--- src/rtl/servo_cmd_pkg.sv ---
// Shared types for the serial servo command decoder.
// Assumes 8-bit commands: upper nibble picks the group, lower nibble is data.
package servo_cmd_pkg;

    localparam int CMD_W   = 8;
    localparam int NIB_W   = 4;
    localparam int GRP_LSB = CMD_W - NIB_W;

    localparam logic [NIB_W-1:0] GRP_FOCUS = 4'h0;
    localparam logic [NIB_W-1:0] GRP_GAIN  = 4'h1;
    localparam logic [NIB_W-1:0] GRP_MODE  = 4'h2;
    localparam logic [NIB_W-1:0] GRP_LEVEL = 4'h3;

    typedef enum logic [1:0] {
        TRK_OFF   = 2'b00,
        TRK_SERVO = 2'b01,
        TRK_FWD   = 2'b10,
        TRK_REV   = 2'b11
    } trk_mode_e;

    typedef enum logic [1:0] {
        SLD_OFF   = 2'b00,
        SLD_SERVO = 2'b01,
        SLD_FWD   = 2'b10,
        SLD_REV   = 2'b11
    } sled_mode_e;

    typedef struct packed {
        logic [3:0]       fs;
        logic [1:0]       tg;
        logic             brake;
        logic             shock_en;
        trk_mode_e        trk;
        sled_mode_e       sled;
        logic [1:0]       kick;
        logic [1:0]       search;
        logic [NIB_W-1:0] sens_sel;
    } servo_regs_t;

endpackage

--- src/rtl/sync_cell.sv ---
// Multi-stage synchronizer for a bundle of asynchronous level inputs.
// Assumes STAGES >= 2; each bit resets to its own value in RST_VAL.
module sync_cell #(
    parameter int               WIDTH   = 1,
    parameter int               STAGES  = 2,
    parameter logic [WIDTH-1:0] RST_VAL = '0
) (
    input  logic             clk,
    input  logic             rst_n,
    input  logic [WIDTH-1:0] d,
    output logic [WIDTH-1:0] q
);
    localparam int LAST = STAGES - 1;

    logic [STAGES-1:0][WIDTH-1:0] stg;

    // shift the input through the synchronizer chain
    always_ff @(posedge clk) begin
        if (!rst_n) stg <= {STAGES{RST_VAL}};
        else        stg <= {stg[STAGES-2:0], d};
    end

    assign q = stg[LAST];
endmodule

--- src/rtl/serial_rx.sv ---
// Serial command receiver: synchronizes clock, data and strobe, shifts
// data on rising shift-clock edges (bit 0 first) and flags a command on
// each falling strobe edge. Assumes the shift clock is far slower than clk.
module serial_rx
    import servo_cmd_pkg::*;
#(
    parameter int SYNC_STAGES = 2
) (
    input  logic             clk,
    input  logic             rst_n,
    input  logic             ser_clk,
    input  logic             ser_dat,
    input  logic             ser_lat_n,
    output logic [CMD_W-1:0] cmd,
    output logic             cmd_valid
);
    logic ck_s, dt_s, lt_s;
    logic ck_d, lt_d;
    logic [CMD_W-1:0] shreg;

    sync_cell #(
        .WIDTH  (3),
        .STAGES (SYNC_STAGES),
        .RST_VAL(3'b001)
    ) u_sync (
        .clk  (clk),
        .rst_n(rst_n),
        .d    ({ser_clk, ser_dat, ser_lat_n}),
        .q    ({ck_s, dt_s, lt_s})
    );

    // edge history and shift register for incoming bits
    always_ff @(posedge clk) begin
        if (!rst_n) begin
            ck_d  <= 1'b0;
            lt_d  <= 1'b1;
            shreg <= '0;
        end else begin
            ck_d <= ck_s;
            lt_d <= lt_s;
            if (ck_s && !ck_d) shreg <= {dt_s, shreg[CMD_W-1:1]};
        end
    end

    assign cmd       = shreg;
    assign cmd_valid = lt_d && !lt_s;
endmodule

--- src/rtl/cmd_regs.sv ---
// Command register file: writes the group named by the command's upper
// nibble, records the status selection, and restores both servo modes on
// release of the direct jump-direction pin (release wins over a command).
module cmd_regs
    import servo_cmd_pkg::*;
(
    input  logic             clk,
    input  logic             rst_n,
    input  logic [CMD_W-1:0] cmd,
    input  logic             cmd_valid,
    input  logic             dir_release,
    output servo_regs_t      regs
);
    servo_regs_t nxt;
    logic [NIB_W-1:0] grp;
    logic [NIB_W-1:0] val;

    assign grp = cmd[CMD_W-1:GRP_LSB];
    assign val = cmd[NIB_W-1:0];

    // next-state decode of one latched command
    always_comb begin
        nxt = regs;
        if (cmd_valid) begin
            nxt.sens_sel = grp;
            case (grp)
                GRP_FOCUS: nxt.fs = val;
                GRP_GAIN: begin
                    nxt.tg       = val[1:0];
                    nxt.brake    = val[2];
                    nxt.shock_en = val[3];
                end
                GRP_MODE: begin
                    nxt.trk  = trk_mode_e'(val[3:2]);
                    nxt.sled = sled_mode_e'(val[1:0]);
                end
                GRP_LEVEL: begin
                    nxt.kick   = val[1:0];
                    nxt.search = val[3:2];
                end
                default: ;
            endcase
        end
        if (dir_release) begin
            nxt.trk  = TRK_SERVO;
            nxt.sled = SLD_SERVO;
        end
    end

    // register update with synchronous clear
    always_ff @(posedge clk) begin
        if (!rst_n) regs <= '0;
        else        regs <= nxt;
    end
endmodule

--- src/rtl/switch_map.sv ---
// Maps stored modes and synchronized direct pins to switch enables and
// the multiplexed status output. Purely combinational.
module switch_map
    import servo_cmd_pkg::*;
#(
    parameter int N_STATUS = 4
) (
    input  servo_regs_t         regs,
    input  logic                dir_hi,
    input  logic                lock_hi,
    input  logic                shock_in,
    input  logic [N_STATUS-1:0] status_vec,
    output logic [1:0]          gain_sw,
    output logic [5:0]          trk_sw,
    output logic                status_out,
    output logic                status_oe
);
    localparam int SEL_W = $clog2(N_STATUS);

    logic fwd_jump, rev_jump;

    assign fwd_jump = (regs.trk == TRK_FWD);
    assign rev_jump = (regs.trk == TRK_REV);

    // effective gain: shock inversion, then lock override
    always_comb begin
        gain_sw = regs.tg;
        if (regs.shock_en && shock_in) gain_sw = ~regs.tg;
        if (!lock_hi)                  gain_sw = 2'b11;
    end

    // tracking and sled switch enables with direction swap
    always_comb begin
        trk_sw[0] = (regs.trk == TRK_SERVO);
        trk_sw[1] = (regs.sled == SLD_SERVO) && lock_hi;
        trk_sw[2] = dir_hi ? fwd_jump : rev_jump;
        trk_sw[3] = dir_hi ? rev_jump : fwd_jump;
        trk_sw[4] = (regs.sled == SLD_FWD);
        trk_sw[5] = (regs.sled == SLD_REV);
    end

    // status source selection, high-impedance outside the listed groups
    always_comb begin
        status_oe  = (regs.sens_sel < N_STATUS);
        status_out = 1'b0;
        for (int i = 0; i < N_STATUS; i++) begin
            if (regs.sens_sel == NIB_W'(i)) status_out = status_vec[i];
        end
    end

    logic unused_sel;
    assign unused_sel = ^SEL_W;
endmodule

--- src/rtl/servo_cmd_decoder.sv ---
// Top level of the serial servo command decoder. Receives host commands,
// keeps the four register groups and drives switch enables plus one
// multiplexed status line. Direct pins are synchronized here.
module servo_cmd_decoder
    import servo_cmd_pkg::*;
#(
    parameter int SYNC_STAGES = 2
) (
    input  logic       clk,
    input  logic       rst_n,
    input  logic       ser_clk,
    input  logic       ser_dat,
    input  logic       ser_lat_n,
    input  logic       dir_ctl_n,
    input  logic       sled_lock_n,
    input  logic       fzc_in,
    input  logic       shock_in,
    input  logic       tzc_in,
    input  logic       inlimit_in,
    output logic [3:0] focus_sw,
    output logic [1:0] gain_sw,
    output logic       brake_sw,
    output logic [5:0] trk_sw,
    output logic [1:0] search_lvl,
    output logic [1:0] kick_lvl,
    output logic       status_out,
    output logic       status_oe
);
    logic [CMD_W-1:0] cmd;
    logic             cmd_valid;
    logic             dirc_q, lock_q, dirc_d;
    logic             dir_release;
    servo_regs_t      regs;

    serial_rx #(.SYNC_STAGES(SYNC_STAGES)) u_rx (
        .clk      (clk),
        .rst_n    (rst_n),
        .ser_clk  (ser_clk),
        .ser_dat  (ser_dat),
        .ser_lat_n(ser_lat_n),
        .cmd      (cmd),
        .cmd_valid(cmd_valid)
    );

    sync_cell #(
        .WIDTH  (2),
        .STAGES (SYNC_STAGES),
        .RST_VAL(2'b11)
    ) u_pin_sync (
        .clk  (clk),
        .rst_n(rst_n),
        .d    ({dir_ctl_n, sled_lock_n}),
        .q    ({dirc_q, lock_q})
    );

    // history of the direction pin for release detection
    always_ff @(posedge clk) begin
        if (!rst_n) dirc_d <= 1'b1;
        else        dirc_d <= dirc_q;
    end

    assign dir_release = dirc_q && !dirc_d;

    cmd_regs u_regs (
        .clk        (clk),
        .rst_n      (rst_n),
        .cmd        (cmd),
        .cmd_valid  (cmd_valid),
        .dir_release(dir_release),
        .regs       (regs)
    );

    switch_map #(.N_STATUS(4)) u_map (
        .regs      (regs),
        .dir_hi    (dirc_q),
        .lock_hi   (lock_q),
        .shock_in  (shock_in),
        .status_vec({inlimit_in, tzc_in, shock_in, fzc_in}),
        .gain_sw   (gain_sw),
        .trk_sw    (trk_sw),
        .status_out(status_out),
        .status_oe (status_oe)
    );

    assign focus_sw   = regs.fs;
    assign brake_sw   = regs.brake;
    assign search_lvl = regs.search;
    assign kick_lvl   = regs.kick;
endmodule

--- config.mk ---
export PLATFORM = sky130hd
export DESIGN_NAME = servo_cmd_decoder
export DESIGN_NICKNAME = d
export VERILOG_FILES = /design/src/rtl/servo_cmd_pkg.sv /design/src/rtl/sync_cell.sv /design/src/rtl/serial_rx.sv /design/src/rtl/cmd_regs.sv /design/src/rtl/switch_map.sv /design/src/rtl/servo_cmd_decoder.sv
export SDC_FILE = /design/constraint.sdc
export NUM_CORES = 1
export LEC_CHECK = 0
export ABC_CLOCK_PERIOD_IN_PS = 1430
export BUFFER_PORTS_ARGS = -buffer_cell sky130_fd_sc_hd__buf_4
export CORE_ASPECT_RATIO = 0.7
export CORE_MARGIN = 1
export CORE_UTILIZATION = 40
export DETAILED_ROUTE_END_ITERATION = 10
export HOLD_SLACK_MARGIN = 0.05
export PLACE_DENSITY = 0.73
export SETUP_SLACK_MARGIN = 0.3
export SYNTH_ARGS = -nofsm -noshare
export SYNTH_HDL_FRONTEND = slang
export SYNTH_HIERARCHICAL = 1
export SYNTH_SLANG_ARGS = --single-unit
--- constraint.sdc ---
create_clock -name clk -period 1.43 [get_ports clk]
set_clock_uncertainty 0.1 [all_clocks]
set_input_delay 0.3575 -clock clk [delete_from_list [all_inputs] [get_ports clk]]
set_output_delay 0.3575 -clock clk [all_outputs]
set_load 0.01 [all_outputs]
==> results.rst <==
.. list-table::
   :header-rows: 1

   * - Metric
     - Value
   * - Status
     - finished, violations left
   * - Violations in the final reports
     - negative setup slack
   * - Worst Min Path Start
     - dir_ctl_n
   * - Most common cell after layout, fill and taps aside
     - buf_4
   * - Pwr/cell area
     - 863.9 nW/µm²
   * - Final critical-path required period
     - 1835 ps
   * - Main flop type after synthesis
     - dfxtp_1
   * - Total GRT Usage
     - 17.36%
   * - Endpoint of the worst setup timing path
     - status_out
   * - Finished layout cell area
     - 2375 µm²
   * - Die Area
     - 4397 µm²
   * - Number of pins with negative max-slew slack in the final report
     - 0
   * - Clk buf depth
     - 2
   * - # hold bufs at CTS
     - 0
   * - Clock tree from TritonCTS
     - done
   * - Vias after detailed routing
     - 1255
   * - Area of the multi-input gates
     - 884.6 µm²
   * - Start point of the critical path
     - u_regs/regs[0]$_SDFFE_PN0P_
   * - Peak ir drop on the vdd network
     - 581.0 µV
   * - Number of I/O port buffers
     - 29
   * - Initial cell density of the core
     - 41.88%
   * - Clock Tree Root
     - clkbuf_8
   * - Horizontal die dimension
     - 78.83 µm
   * - DR WL/cell
     - 13.52 µm
   * - CP Capture Type
     - primary output
   * - Worst Tran Pin Value
     - 265.6 ps
   * - Worst reg-to-reg setup slack
     - 30 ps
   * - Count of flip-flops with a built-in enable after synthesis
     - 0
   * - RSZ-0062 raised after global routing
     - yes
   * - Synthesized Nets
     - 173
   * - Nets@finish
     - 220
   * - Vias in the first global route
     - 1215
   * - Site row count
     - 19
   * - First-pass GRT wire length
     - 5.761 mm
   * - Critical path fanouts, max
     - 2
   * - Worst Setup Path Type
     - reg2out
   * - Vertical die dimension
     - 55.78 µm
   * - Most used cells in the layout excluding fill and tap cells
     - buf_4 (30), nand2_1 (25), mux2i_1 (23)
   * - Startpoint types
     - flop
   * - Remaining antenna violation count
     - 0
   * - Violation count after the first detailed-routing iteration
     - 52
   * - Origin of the critical flop-to-flop path
     - u_rx/lt_d$_SDFF_PN1_
   * - Syn Inst Count
     - 162
   * - I/O pins
     - 30
   * - Highest attainable clock frequency
     - 0.5449 GHz
   * - Ant. Diodes
     - 0
   * - Leakage power
     - 0.0009651 µW
   * - Data arrival time of the worst path
     - 1380 ps
   * - Area of all sequential standard cells
     - 860.8 µm²
   * - Filler cell count in the final layout
     - 328
   * - Sequential fraction of the synthesis area
     - 49.66%
   * - Pin count of the biggest net entering global routing
     - 26
   * - Ratio of routed vias to standard cells
     - 4.790
   * - Dpl hpwl
     - 2.271 mm
   * - Latest clock arrival within the worst-skew pair
     - 290 ps
   * - Total negative slack
     - -653.3 ps
   * - Post-synthesis instance area
     - 1653 µm²
   * - Share of synthesized registers carrying an async set or reset
     - 0%
   * - Clock buffer count from CTS
     - 5
   * - WL final
     - 3.542 mm
   * - Count of unique library cells instantiated by Yosys
     - 27
   * - Kind of path behind the tightest hold check
     - in2reg
   * - Fraction of layout cells with a size suffix above 1
     - 54.76%
   * - Setup violation total in the final timing report
     - 6
   * - Reg2Reg Capture Point
     - u_regs/regs[18]$_SDFFE_PN0P_
   * - CTS sink cnt
     - 41
   * - CTS H-tree depth
     - 2
   * - Hold Vio Cnt, Final
     - 0
   * - Placeable Area
     - 3946 µm²
   * - Clock transition at the registers of the reported paths
     - 80 ps
   * - Mean instance size in the synthesized netlist
     - 10.20 µm²
   * - Sum of overflow across all layers after global routing
     - 0
   * - Residual DRC
     - 0
   * - Max-cap viol count
     - 0
   * - Worst path required time
     - 970 ps
   * - Count of state elements after synthesis
     - 41
   * - Final Cycle Share
     - 128.3%
   * - Detailed Routing Iterations Pass 1
     - 4
   * - Final weighted congestion in routability-driven placement
     - 0.8493
   * - Initial antenna violation count
     - 0
   * - Remaining max-slew budget at the tightest pin
     - 82.29%
   * - Number of cells traversed by the worst register-to-register path
     - 4
   * - Area delta synth->final
     - 43.68%
   * - Count of synthesis-stage warnings from yosys
     - 6
   * - Area of placed instances
     - 1966 µm²
   * - Worst-case setup margin in the final layout
     - -405.3 ps
[report_power, final]
group | switching, µW | internal, µW | total (µW)
registers | 11.4 | 1150 | 1160
logic | 58.1 | 87.1 | 145
clock network | 399 | 344 | 742
total | 468 | 1580 | 2050
[per-stage QoR]
| step | util (%) | setup slack [ps] | power, µW | std cells | hold slack (ps) |
|---|---|---|---|---|---|
| after global routing | 60.18 | -449.8 | 2142 | 262 | 127.7 |
| after CTS | 57.51 | -415.8 | 2068 | 259 | 132.1 |
| after floorplan | - | -149.9 | 1267 | 162 | 286.3 |
| after global placement | 49.81 | -232.3 | 1306 | 244 | 288.1 |
| final | 60.18 | -405.3 | 2052 | 262 | 138.7 |
| after detailed placement | 49.81 | -234.2 | 1308 | 244 | 296.8 |
[critical path, cell delays in order (launching register included)]
cell and delay (ps):
dfxtp_2 340, mux4_2 490, and2_4 150, buf_6 110
[cell families after synthesis]
logic type,share of synthesized area [%]
simple gates,23.47
flops,49.66
mux,15.29
compound gates,5.451
buf+inv,5.602
xor+xnor,0.5300
[layout make-up]
type,instances,share of cell area [%]
inverters,1,0.1581
flip-flops and latches,41,36.25
multi-input cells,108,37.25
clock buffers,6,3.056
repair buffers,52,19.92
well taps,52,2.740
clock inverters,2,0.6322
[what timing repair did]
| item | in CTS | in global routing |
|---|---|---|
| setup endpoints to repair | 41 | 40 |
| pin swaps | 16 | 7 |
| gates resized for setup | 63 | 20 |
| buffers inserted | 7 | 3 |
| endpoints found under the hold margin | 0 | 0 |
[cells in the mapped netlist (2+ instances only)]
master	number	area, µm²
a21boi_0	5	37.54
nor2_1	3	11.26
buf_4	5	37.54
and2_1	8	50.05
clkbuf_1	2	7.510
nor2b_1	9	56.30
buf_6	3	33.78
buf_2	2	10.01
mux2i_1	23	230.2
nand2_1	27	101.4
dfxtp_1	41	820.8
a31oi_1	2	12.51
nand3_1	2	10.01
nand2b_1	10	62.56
and3_1	2	12.51
a21oi_1	2	10.01
o21ai_0	6	30.03
[how the worst min path moves through the flow]
stage / endpoint / slack [ps] / depth (start not counted)
2_1_floorplan: u_pin_sync/q[1]$_SDFF_PN1_ / 290 / 1
3_3_place_gp: u_pin_sync/q[1]$_SDFF_PN1_ / 290 / 1
3_5_place_dp: u_pin_sync/q[0]$_SDFF_PN1_ / 300 / 1
4_1_cts: u_pin_sync/stg[1]$_SDFF_PN1_ / 130 / 2
5_1_grt: u_pin_sync/stg[0]$_SDFF_PN1_ / 130 / 2
6_report: u_pin_sync/stg[1]$_SDFF_PN1_ / 140 / 2
[flip-flops by register name, summed over array words and instances, names as in the netlist]
register	count
u_rx/u_sync/stg	3
u_rx/lt_d	1
u_rx/cmd	8
dirc_d	1
u_pin_sync/q	2
u_rx/ck_d	1
u_regs/regs	20
u_pin_sync/stg	2
u_rx/u_sync/q	3
[routing by layer]
layer  track usage, %  vias to the layer above  wire length [µm]
met4            5.455                        0                25
met1            22.98                      610              1742
li1                 -                      623                 -
met2            26.34                       18              1655
met5                0                        -                 0
met3            6.393                        4               118
(Power assumes the default switching activity.)
